`config.mk`:
```
export PLATFORM = sky130hd
export DESIGN_NAME = llsc_unit
export DESIGN_NICKNAME = d
export VERILOG_FILES = /design/src/rtl/llsc_pkg.sv /design/src/rtl/llsc_agen.sv /design/src/rtl/llsc_resv.sv /design/src/rtl/llsc_mem.sv /design/src/rtl/llsc_unit.sv
export SDC_FILE = /design/constraint.sdc
export NUM_CORES = 1
export LEC_CHECK = 0
export BUFFER_PORTS_ARGS = -buffer_cell sky130_fd_sc_hd__buf_2
export CELL_PAD_IN_SITES_DETAIL_PLACEMENT = 2
export CELL_PAD_IN_SITES_GLOBAL_PLACEMENT = 2
export CORE_MARGIN = 10
export CORE_UTILIZATION = 32
export CTS_CLUSTER_SIZE = 28
export DETAILED_ROUTE_END_ITERATION = 8
export PLACE_DENSITY = 0.93
export SLEW_MARGIN = 20
export SYNTH_ARGS = -nofsm -noshare
export SYNTH_HDL_FRONTEND = slang
export SYNTH_SLANG_ARGS = --single-unit
```
`constraint.sdc`:
```
create_clock -name clk -period 3.37 [get_ports clk]
set_clock_uncertainty 0.15 [all_clocks]
set_input_delay 0.337 -clock clk [delete_from_list [all_inputs] [get_ports clk]]
set_output_delay 0.337 -clock clk [all_outputs]
set_load 0.05 [all_outputs]
```
`src/rtl/llsc_pkg.sv`:
```
package llsc_pkg;
    localparam int OP_W = 6;

    typedef enum logic [OP_W-1:0] {
        OP_LD32_LOCK = 6'h2A,
        OP_LD64_LOCK = 6'h2B,
        OP_ST32_COND = 6'h2E,
        OP_ST64_COND = 6'h2F
    } llsc_op_e;

    typedef struct packed {
        logic        rdy;
        logic        rsp_vld;
        logic [63:0] rsp_dat;
    } llsc_state_t;
endpackage

```
`src/rtl/llsc_agen.sv`:
```
module llsc_agen #(
    parameter int ADDR_W = 64,
    parameter int DISP_W = 16
) (
    input  logic [ADDR_W-1:0] base,
    input  logic [DISP_W-1:0] disp,
    output logic [ADDR_W-1:0] ea
);
    localparam int EXT_W = ADDR_W - DISP_W;

    always_comb begin
        ea = base + {{EXT_W{disp[DISP_W-1]}}, disp};
    end
endmodule

```
`src/rtl/llsc_resv.sv`:
```
module llsc_resv #(
    parameter int ADDR_W = 64
) (
    input  logic              clk,
    input  logic              rst_n,
    input  logic              arm,
    input  logic              disarm,
    input  logic [ADDR_W-1:0] ea,
    output logic              hit,
    output logic              lock,
    output logic [ADDR_W-1:0] lock_addr
);
    typedef struct packed {
        logic              lock;
        logic [ADDR_W-1:0] addr;
    } resv_t;

    resv_t r_d, r_q;

    always_comb begin
        r_d = r_q;
        if (arm) begin
            r_d.lock = 1'b1;
            r_d.addr = ea;
        end else if (disarm) begin
            r_d.lock = 1'b0;
        end
    end

    always_ff @(posedge clk or negedge rst_n) begin
        if (!rst_n) begin
            r_q <= '0;
        end else begin
            r_q <= r_d;
        end
    end

    assign hit       = r_q.lock && (r_q.addr == ea);
    assign lock      = r_q.lock;
    assign lock_addr = r_q.addr;
endmodule

```
`src/rtl/llsc_mem.sv`:
```
module llsc_mem #(
    parameter int WORDS  = 16,
    parameter int DATA_W = 64
) (
    input  logic                     clk,
    input  logic                     rst_n,
    input  logic [$clog2(WORDS)-1:0] idx,
    input  logic                     we,
    input  logic [1:0]               half_en,
    input  logic [DATA_W-1:0]        wdata,
    output logic [DATA_W-1:0]        rdata
);
    localparam int HALF_W = DATA_W / 2;

    logic [DATA_W-1:0] mem_q [WORDS];

    for (genvar h = 0; h < 2; h++) begin : g_half
        always_ff @(posedge clk or negedge rst_n) begin
            if (!rst_n) begin
                for (int w = 0; w < WORDS; w++) begin
                    mem_q[w][h*HALF_W +: HALF_W] <= '0;
                end
            end else if (we && half_en[h]) begin
                mem_q[idx][h*HALF_W +: HALF_W] <= wdata[h*HALF_W +: HALF_W];
            end
        end
    end

    assign rdata = mem_q[idx];
endmodule

```
`src/rtl/llsc_unit.sv`:
```
module llsc_unit
    import llsc_pkg::*;
#(
    parameter int ADDR_W    = 64,
    parameter int DATA_W    = 64,
    parameter int DISP_W    = 16,
    parameter int MEM_WORDS = 16
) (
    input  logic              clk,
    input  logic              rst_n,
    input  logic              req_valid,
    output logic              req_ready,
    input  logic [OP_W-1:0]   req_op,
    input  logic [ADDR_W-1:0] req_base,
    input  logic [DISP_W-1:0] req_disp,
    input  logic [DATA_W-1:0] req_data,
    output logic              rsp_valid,
    output logic [DATA_W-1:0] rsp_data
);
    localparam int IDX_W  = $clog2(MEM_WORDS);
    localparam int HALF_W = DATA_W / 2;

    llsc_state_t st_d, st_q;

    logic [ADDR_W-1:0] ea;
    logic              acc, is_ll, is_sc;
    logic              sc_hit, resv_lock;
    logic [ADDR_W-1:0] resv_addr;
    logic              mem_we;
    logic [1:0]        mem_half;
    logic [DATA_W-1:0] mem_wdata, mem_rdata;
    logic [HALF_W-1:0] ld_half;
    logic [IDX_W-1:0]  widx;

    llsc_agen #(.ADDR_W(ADDR_W), .DISP_W(DISP_W)) u_agen (
        .base (req_base),
        .disp (req_disp),
        .ea   (ea)
    );

    assign acc   = req_valid && st_q.rdy;
    assign is_ll = (req_op == OP_LD32_LOCK) || (req_op == OP_LD64_LOCK);
    assign is_sc = (req_op == OP_ST32_COND) || (req_op == OP_ST64_COND);
    assign widx  = ea[3 +: IDX_W];

    llsc_resv #(.ADDR_W(ADDR_W)) u_resv (
        .clk       (clk),
        .rst_n     (rst_n),
        .arm       (acc && is_ll),
        .disarm    (acc && is_sc),
        .ea        (ea),
        .hit       (sc_hit),
        .lock      (resv_lock),
        .lock_addr (resv_addr)
    );

    always_comb begin
        mem_we    = acc && is_sc && sc_hit;
        mem_half  = 2'b11;
        mem_wdata = req_data;
        if (req_op == OP_ST32_COND) begin
            mem_half  = ea[2] ? 2'b10 : 2'b01;
            mem_wdata = {req_data[HALF_W-1:0], req_data[HALF_W-1:0]};
        end
    end

    llsc_mem #(.WORDS(MEM_WORDS), .DATA_W(DATA_W)) u_mem (
        .clk     (clk),
        .rst_n   (rst_n),
        .idx     (widx),
        .we      (mem_we),
        .half_en (mem_half),
        .wdata   (mem_wdata),
        .rdata   (mem_rdata)
    );

    assign ld_half = ea[2] ? mem_rdata[DATA_W-1:HALF_W] : mem_rdata[HALF_W-1:0];

    always_comb begin
        st_d         = st_q;
        st_d.rdy     = 1'b1;
        st_d.rsp_vld = acc;
        if (acc) begin
            unique case (req_op)
                OP_LD32_LOCK: st_d.rsp_dat = {{HALF_W{ld_half[HALF_W-1]}}, ld_half};
                OP_LD64_LOCK: st_d.rsp_dat = mem_rdata;
                OP_ST32_COND,
                OP_ST64_COND: st_d.rsp_dat = {{(DATA_W-1){1'b0}}, sc_hit};
                default:      st_d.rsp_dat = '0;
            endcase
        end
    end

    always_ff @(posedge clk or negedge rst_n) begin
        if (!rst_n) begin
            st_q <= '0;
        end else begin
            st_q <= st_d;
        end
    end

    assign req_ready = st_q.rdy;
    assign rsp_valid = st_q.rsp_vld;
    assign rsp_data  = st_q.rsp_dat;
endmodule

```
# [After elaboration in Yosys (flattened, before gate mapping)]
# Index checks and enable logic that the tools add are counted.
[classes] muxes=16 addsub=1 bitwise=1 magnitude_cmp=2 n_reduce_logical=14 eq_ne=5
[ops] op="1024-bit bitwise mux" n=2
[ops] op="64-bit demux with 4-bit select" n=2
[ops] op="64-bit binary-select mux with 4-bit select" n=1
[ops] op="64-bit two-way mux" n=4
[ops] op="64-bit case mux with 3 select lines" n=1
[ops] op="64-bit adder" n=1
[ops] op="64-bit == test" n=1
[ops] op="32-bit two-way mux" n=2
[ops] op="6-bit == test (second input constant)" n=4
[ops] op="1-bit logical AND" n=8
[ops] op="5-bit >= comparator (second input constant)" n=1
[ops] op="5-bit by 1-bit < comparator with 1-bit output (second input constant)" n=1
[ops] op="4-bit inverter with 5-bit output" n=1
[ops] op="2-bit two-way mux" n=2
[ops] op="2-bit AND reduction" n=2
[ops] op="1-bit logical OR" n=2
[ops] op="1-bit two-way mux" n=2
[ops] op="2-bit nonzero test" n=1
[ops] op="2-bit OR reduction" n=1
[totals] register_bits=2179 input_bits=153 word_cells=108

# [Logic depth before layout (Yosys ltp)]
# Gate-level depths: netlist of run 1.
[logic_depth] ltp_word=7 ltp_mapped=15

# [By module]
# From an unflattened synthesis of run 1, not the netlist that was laid out.
[hier_totals] cells_unflattened=1230 area_unflattened_um2=11264.6
[by_module_without_submodules] module="llsc_agen" cells_per_inst=554 seq_area_each_um2=0.0 area_per_inst_um2=3922.5 n_inst=1
[by_module_without_submodules] module="llsc_unit" cells_per_inst=339 seq_area_each_um2=1651.6 area_per_inst_um2=3716.1 n_inst=1
[by_module_without_submodules] module="llsc_resv" cells_per_inst=272 seq_area_each_um2=1626.6 area_per_inst_um2=3141.8 n_inst=1
[by_module_without_submodules] module="llsc_mem" cells_per_inst=65 seq_area_each_um2=0.0 area_per_inst_um2=484.2 n_inst=1

# [Worst setup path before layout of run 1]
# No wires, ideal clock.
[synth_path] kind="input port to flip-flop" from="in req_base[0]" to="reg st_q (netlist bit rsp_data[0])" arrival_ns=3.383 setup_time_ns=0.068 cell_stages=14 path_buffers=0 setup_slack_ns=-0.231 path_cell_list="ha_1 > fa_1 > a21o_1 > a221o_1 > a21oi_4 > a211oi_4 > nor3_4 > o21ba_4 > xor2_1 > a211oi_1 > nor4bb_1 > nand4_1 > nor4_2 > a32o_1"
[synth_via] elab_chain_cells=7
[synth_rtl] element="from (decl)" line="llsc_unit.sv:14" text="input logic [ADDR_W-1:0] req_base,"
[synth_rtl] element="64-bit adder *" line="llsc_agen.sv:12" text="ea = base + {{EXT_W{disp[DISP_W-1]}}, disp};"
[synth_rtl] element="4-bit inverter with 5-bit output (not written as such)" line="llsc_mem.sv:29" text="assign rdata = mem_q[idx];"
[synth_rtl] element="64-bit binary-select mux with 4-bit select" line="llsc_mem.sv:29"
[synth_rtl] element="64-bit two-way mux (not written as such) (2 in series)" line="llsc_mem.sv:29"
[synth_rtl] element="32-bit two-way mux" line="llsc_unit.sv:77" text="assign ld_half = ea[2] ? mem_rdata[DATA_W-1:HALF_W] : mem_rdata[HALF_W-1:0];"
[synth_rtl] element="64-bit case mux with 3 select lines *" line="llsc_unit.sv:84" text="unique case (req_op)"
[synth_rtl] element="to (signal assigned)" line="llsc_unit.sv:98" text="st_q <= st_d;"
[synth_rtl] element="to (decl)" line="llsc_unit.sv:23" text="llsc_state_t st_d, st_q;"
# Every way passes the cells marked *; elsewhere a longest branch is shown, timed or not. The select of a mux whose other input is x is not followed.
# A chain may end at the register's enable or synchronous reset.

# [Worst setup path in the final report of run 1]
[layout_path] from="in req_disp[15]" to="reg st_q (netlist bit rsp_data[0])"
[layout_via] elab_chain_cells=4
[layout_rtl] element="from (decl)" line="llsc_unit.sv:15" text="input logic [DISP_W-1:0] req_disp,"
[layout_rtl] element="64-bit adder" line="llsc_agen.sv:12"
[layout_rtl] element="64-bit == test" line="llsc_resv.sv:38" text="assign hit = r_q.lock && (r_q.addr == ea);"
[layout_rtl] element="1-bit logical AND" line="llsc_resv.sv:38"
[layout_rtl] element="64-bit case mux with 3 select lines" line="llsc_unit.sv:84"
# Every way passes these cells.

==> results.json, run 1 <==
{
  "status": "finished, violations left",
  "violations": "negative setup slack",
  "setup_ws_ns": -1.432,
  "clk_path_buf_depth": 2,
  "num_rows": 62,
  "drc": 0,
  "final-max-slew-violation-count": 0,
  "cts-root-buf": "clkbuf_16",
  "use_met1_pct": 41.19,
  "synthesis.instances": 1197,
  "wl_per_cell_um": 42.99,
  "p_int_mw": 3.060,
  "synth_edf_count": 0,
  "ios": 219,
  "arrival_ns": 4.98,
  "cpMaxStageDelayCell": "mux2i_1",
  "design.die.area_mm2": 0.03610,
  "start_util_pct": 32.31,
  "grt_pass1_wl_mm": 111.2,
  "grt_max_degree": 48,
  "cp-end-kind": "flop",
  "peakVddDrop_mv": 0.2880,
  "synth_top_cell_by_area": "dfrtp_1",
  "syn_area_mm2": 0.009249,
  "dp_hpwl_mm": 48.42,
  "slew_headroom_pct": 9.490,
  "clkTransAtPathRegs_ns": 0.07,
  "min_path_type": "primary input to flop",
  "cts_tree": "built",
  "clock_sinks": 68,
  "portBuffers": 90,
  "syn2layout_area_growth_pct": 56.83,
  "pwr-share-seq_pct": 18.2,
  "start_kind": "primary input",
  "min_period_over_period_pct": 142.5,
  "leakagePower_nw": 6.609,
  "fp.dieW_um": 190.0,
  "worstSkewPairLatency_ns": 0.41,
  "yosys.cell_types.count": 95,
  "maxCapViolations": 0,
  "whs_ns": 0.1691,
  "overflow": 0,
  "ys_seq_elements": 68,
  "htree_levels": 3,
  "power_per_cell_area_mw_per_mm2": 455.2,
  "finalSetupViolCount": 26,
  "via_per_inst": 7.039,
  "min_period_ns": 4.802,
  "worstMarginPinSlew_ns": 1.345,
  "drt-total-wl_mm": 88.61,
  "placed_area_mm2": 0.01253,
  "synth_ff_type": "dfrtp_1",
  "hold_viol": 0,
  "power.switching_mw": 3.543,
  "drive_above_1_share_pct": 44.68,
  "cp_cell_sequence": "buf_12, clkbuf_16, buf_12, buf_4, ha_1, buf_4, buf_4, nand4_1, nor3_1, buf_4, a21oi_1, mux2i_1, nand4_1, a2111oi_1, nand3_1, nor4_2, nand4_1, nor4_2, a32o_1",
  "swShare_pct": 53.65,
  "grt_util_met3_pct": 15.85,
  "busiest_layer": "met2",
  "nets": 1875,
  "antenna_found_initial": 15,
  "die_h_um": 190.0,
  "drt_iter0_markers": 2076,
  "slowest_delay_ns": 0.59,
  "routabilityCongestion": 1.052,
  "num_vias": 14508,
  "track_usage_pct": 42.00,
  "async_flop_share_pct": 100.0,
  "crit_fanout": 12,
  "core_area_mm2": 0.02863,
  "synth.avg_cell_area_um2": 7.727,
  "crit_top_cell": "buf_4",
  "final_area_mm2": 0.01451,
  "synthDominantCellAreaShare_pct": 18.40,
  "pwr-share-clk_pct": 17.7,
  "combPwrFrac_pct": 64.1,
  "grt_pass1_vias": 15506,
  "critPathTopFamily": "simple AND/OR/NAND/NOR gates",
  "synth_top_cells_by_area": "dfrtp_1 (18%), ha_1 (8.5%), nand2_1 (6.3%)",
  "synth-seq-area-share_pct": 18.40,
  "first_pass_iters": 8,
  "grt_use_met2_pct": 68.31,
  "synth_warnings": 2048,
  "postRouteAntennaNets": 0,
  "crit_buf_inv": 7,
  "path_class": "primary input to flop",
  "cts_made_buffers": 9,
  "rsz0062_at_grt": "true",
  "crit_required_ns": 3.55,
  "max_freq_mhz": 208.2
}
[cells in the mapped netlist (22+ instances only)]
cell type / n
clkbuf_1: 29
nand2_1: 156
buf_4: 70
xor2_1: 53
nor3_1: 27
nand4_1: 32
a21oi_1: 106
buf_2: 24
o21ai_0: 100
nand3_1: 25
xnor2_1: 63
dfrtp_1: 68
ha_1: 63
nor2_1: 54
nor4_1: 22
[metrics by stage]
step	instances	setup TNS [ns]	utilization (%)	power, mW	setup WS [ns]
floorplan	1259	-0.1803	-	2.653	-0.1803
global placement	1982	-2.932	43.77	3.749	-1.050
detailed placement	1982	-10.71	43.77	4.150	-1.411
CTS	2016	-1.144	47.52	5.610	-0.4911
global route	2049	-6.416	50.57	6.602	-1.389
finish	2061	-6.374	50.67	6.603	-1.432
[cell type report]
type | count | area (um2)
fill | 3134 | 14120
multi-input combinational | 1049 | 8051
timing repair buffer | 513 | 3866
sequential | 68 | 1702
tap | 384 | 480.5
clock buffer | 9 | 225.2
clock inverter | 7 | 81.33
inverter | 17 | 63.81
antenna | 14 | 35.03
[layout by cell type (no fill, tap or decap), drive strengths merged, types with 13 or more instances in the layout]
master  instances
a21oi         107
conb           64
ha             63
xor2           53
nor2           55
inv            21
o21a           13
a21o           20
o211ai         14
nand3          26
o21ai         110
buf           511
nor3           28
diode          14
a31oi          13
nor4           24
xnor2          63
dfrtp          68
nand4          33
nand2b         13
mux2           16
nand2         156
[worst reg2reg max path: stages, from the launching register on]
cell	delay [ns]
dfrtp_1	0.42
xor2_1	0.43
inv_1	0.13
a222oi_1	0.46
o221ai_1	0.23
a21oi_1	0.20
nand4_1	0.21
nor4_2	0.33
nand4_1	0.22
nor4_4	0.56
buf_4	0.24
nand4_1	0.13
nor4_2	0.30
a32o_1	0.24
[power groups by stage]
stage               Sequential [mW]  Combinational, mW  Clock, mW
finish                         1.20               4.24       1.17
global route                   1.19               4.25       1.17
CTS                            1.14               3.37       1.11
detailed placement             1.13               3.02          0
global placement               1.08               2.67          0
floorplan                      1.06               1.59          0
[worst paths after layout]
path / cells after the start / to / slack [ns] / start
worst max register to register: 13 / rsp_data[0] / -0.95 / u_resv.lock_addr[20]
min in group asynchronous: 2 / u_resv.lock_addr[19] / 0.48 / rst_n
worst min register to register: 1 / u_resv.lock_addr[0] / 0.40 / u_resv.lock_addr[0]
max in group asynchronous: 3 / u_resv.lock_addr[3] / 1.71 / rst_n
worst max-delay path: 19 / rsp_data[0] / -1.43 / req_disp[15]
worst min-delay path: 3 / u_resv.lock_addr[0] / 0.17 / req_base[0]
[cell families (layout without fill, tap and decap cells)]
group	Yosys count	count (layout)	share of synthesized area [%]
adders and majority gates	64	64	8.739
and+or+nand+nor	399	399	21.70
DFF	68	68	18.40
AOI/OAI and AO/OA	376	376	26.88
buffers and inverters	142	546	8.929
muxes	24	24	2.814
xor gates and xnor gates	122	122	12.46
other	2	78	0.08120
[per-layer routing]
layer	part of all wire (%)	vias to the layer above	routed length (um)
li1	-	5208	-
met1	32	6904	28330
met2	43	1548	38330
met3	12	840	10760
met4	12	8	11070
met5	0.13	-	118
[flip-flops by register name, indices dropped and copies added, names as in the netlist]
| register | flops |
|---|---|
| req_ready | 1 |
| rsp_data | 1 |
| rsp_valid | 1 |
| u_resv.lock | 1 |
| u_resv.lock_addr | 64 |
[what timing repair did]
item / CTS / global route
setup endpoints to repair: 18 / 27
gates cloned: 0 / 1
pin swaps: 40 / 34
hold buffers: 1 / 0
gates resized for setup: 139 / 138
endpoints found under the hold margin: 24 / 0
buffers inserted: 19 / 31
Power figures use the tool's default switching activity.
==> inputs of run 2 (changes only) <==
--- a/config.mk
+++ b/config.mk
@@ -12,7 +12,7 @@
 export CORE_UTILIZATION = 32
 export CTS_CLUSTER_SIZE = 28
 export DETAILED_ROUTE_END_ITERATION = 8
-export PLACE_DENSITY = 0.93
+export PLACE_DENSITY = 0.83
 export SLEW_MARGIN = 20
 export SYNTH_ARGS = -nofsm -noshare
 export SYNTH_HDL_FRONTEND = slang
==> run 2 against run 1 <==
The flow still finishes with violations (negative setup slack). Sequential share of layout area up 0.051 points. Routed wire length decreased by 11%. Hold slack worse by 0.044 ns. Non-clock buffer count increased by 19. Cell count increased by 0.29%. Core utilization down 0.22 points. Global-route usage is 4.7 points lower. Die area did not move.
==> results.json, run 2 (same netlist as run 1, synthesis figures left out) <==
{
  "rr_worst_depth": 12,
  "overflow": 0,
  "antenna_found_initial": 4,
  "slowest_delay_ns": 0.61,
  "cp_cell_sequence": "buf_6, ha_4, fa_2, a21o_4, a221oi_4, or3_4, nand3_4, buf_4, a32oi_1, nand4_1, a2111oi_4, nand3_1, nor4_2, nand4_1, nor4_2, a32o_1",
  "violations": "negative setup slack",
  "status": "finished, violations left",
  "min_path_type": "primary input to flop",
  "leakagePower_nw": 6.616,
  "wl_per_cell_um": 38.28,
  "timing.reg2reg.setup_slack_ns": -0.43,
  "fin_util_pct": 50.45,
  "worstMarginPinSlew_ns": 1.058,
  "maxCapViolations": 0,
  "drt_iter0_markers": 1593,
  "power_per_cell_area_mw_per_mm2": 439.8,
  "crit_fanout": 4,
  "grt_pass1_vias": 14975,
  "whs_ns": 0.1252,
  "cts_made_buffers": 9,
  "finalSetupViolCount": 14,
  "via_per_inst": 6.655,
  "clkTransAtPathRegs_ns": 0.07,
  "cpMaxStageDelayCell": "a2111oi_4",
  "track_usage_pct": 37.26,
  "start_kind": "primary input",
  "dp_hpwl_mm": 44.48,
  "fill_cells": 3134,
  "crit_buf_inv": 2,
  "first_pass_iters": 7,
  "min_period_ns": 4.475,
  "grt_pass1_wl_mm": 101.3,
  "nets": 1894,
  "htree_levels": 3,
  "postRouteAntennaNets": 0,
  "stdcell_count": 2067,
  "slew_headroom_pct": 28.97,
  "drt-total-wl_mm": 79.13,
  "largest_register_ffs": 64,
  "core_area_mm2": 0.02863,
  "setup_ws_ns": -1.105,
  "cts_tree": "built",
  "portBuffers": 90,
  "drc": 0,
  "hold_viol": 0,
  "clk_path_buf_depth": 2,
  "min_delay_path_depth": 3,
  "die_h_um": 190.0,
  "num_rows": 62,
  "worstSkewPairLatency_ns": 0.41,
  "max_freq_mhz": 223.5,
  "syn2layout_area_growth_pct": 56.16,
  "layout_commonest_cell": "buf_4",
  "final_cell_mix": "buf_4 (424), nand2_1 (152), buf_2 (86)",
  "path_class": "primary input to flop",
  "cts-root-buf": "clkbuf_16",
  "design.die.area_mm2": 0.03610,
  "cp-end-kind": "flop",
  "routabilityCongestion": 0.9735,
  "start_util_pct": 32.31,
  "arrival_ns": 4.65,
  "fp.dieW_um": 190.0,
  "critPathTopFamily": "compound AO/OA/AOI/OAI gates",
  "drive_above_1_share_pct": 43.88,
  "min_period_over_period_pct": 132.8,
  "crit_required_ns": 3.55,
  "final-max-slew-violation-count": 0,
  "rsz0062_at_grt": "true",
  "dpl.cell_count": 2007,
  "num_vias": 13756,
  "ios": 219,
  "clock_sinks": 68,
  "grt_max_degree": 50,
  "peakVddDrop_mv": 0.3065,
  "path_depth": 16
}
==> run 2: cell count changes in the layout (fill, tap and decap cells not counted), moves of 5 or more <==
cell | previous run | this run
ha_4 | 9 | 15
o21ai_1 | 34 | 22
a21oi_1 | 74 | 80
a21oi_2 | 28 | 23
buf_4 | 394 | 424
nand2_1 | 143 | 152
o21ai_0 | 61 | 77
buf_12 | 11 | 4
buf_6 | 18 | 13
diode_2 | 14 | 1
nand2_2 | 8 | 2
==> run 2: metrics by stage <==
| stage | setup TNS (ns) | power, mW | area [um2] | setup WS [ns] |
|---|---|---|---|---|
| floorplan | -0.1803 | 2.653 | 9488 | -0.1803 |
| global placement | -4.115 | 3.864 | 12680 | -0.9969 |
| detailed placement | -8.128 | 4.122 | 12680 | -1.187 |
| CTS | -0.4588 | 5.596 | 14140 | -0.3789 |
| global route | -4.009 | 6.409 | 14440 | -1.172 |
| finish | -3.716 | 6.352 | 14440 | -1.105 |
==> run 2: worst min-delay path, delay by kind of cell <==
kind / cells / cell delay [ns]
buffers and inverters: 2 / 0.17
and+or+nand+nor: 1 / 0.12
==> run 2: area by class of cell <==
cell class | count | area [um2] | area share (%)
tap | 384 | 480.5 | 3.327
multi-input combinational | 1049 | 7965 | 55.15
clock buffer | 9 | 225.2 | 1.559
inverter | 17 | 63.81 | 0.4418
timing repair buffer | 532 | 3923 | 27.16
sequential | 68 | 1702 | 11.78
antenna | 1 | 2.502 | 0.01733
clock inverter | 7 | 81.33 | 0.5631
==> run 2: what timing repair did <==
item | in CTS | in global routing
gates cloned | 1 | 0
endpoints found under the setup margin | 11 | 13
hold buffers | 1 | 0
pin swaps | 77 | 20
resized for setup | 174 | 51
hold endpoints to repair | 47 | 0
setup buffers | 35 | 11
==> run 2: final timing paths <==
check / from / endpoint
worst max-delay path: req_disp[0] / rsp_data[0]
worst min-delay path: req_valid / rsp_valid
worst max register to register: req_ready / rsp_data[0]
worst min register to register: u_resv.lock_addr[56] / u_resv.lock_addr[56]
max in group asynchronous: rst_n / u_resv.lock_addr[41]
min in group asynchronous: rst_n / u_resv.lock_addr[15]
==> run 2: power breakdown <==
part	switching, mW	leakage [nW]	total [mW]	internal (mW)
clock network	0.581	0.147	1.17	0.587
logic	2.49	5.56	4.03	1.54
registers	0.199	0.906	1.15	0.955
==> run 2: routing by layer <==
metal,wire [um],GRT usage (%),part of all wire (%)
met1,27000,37.42,34
met2,36170,63.92,46
met3,7368,9.648,9.3
met4,8566,31.29,11
met5,36,0,0.045
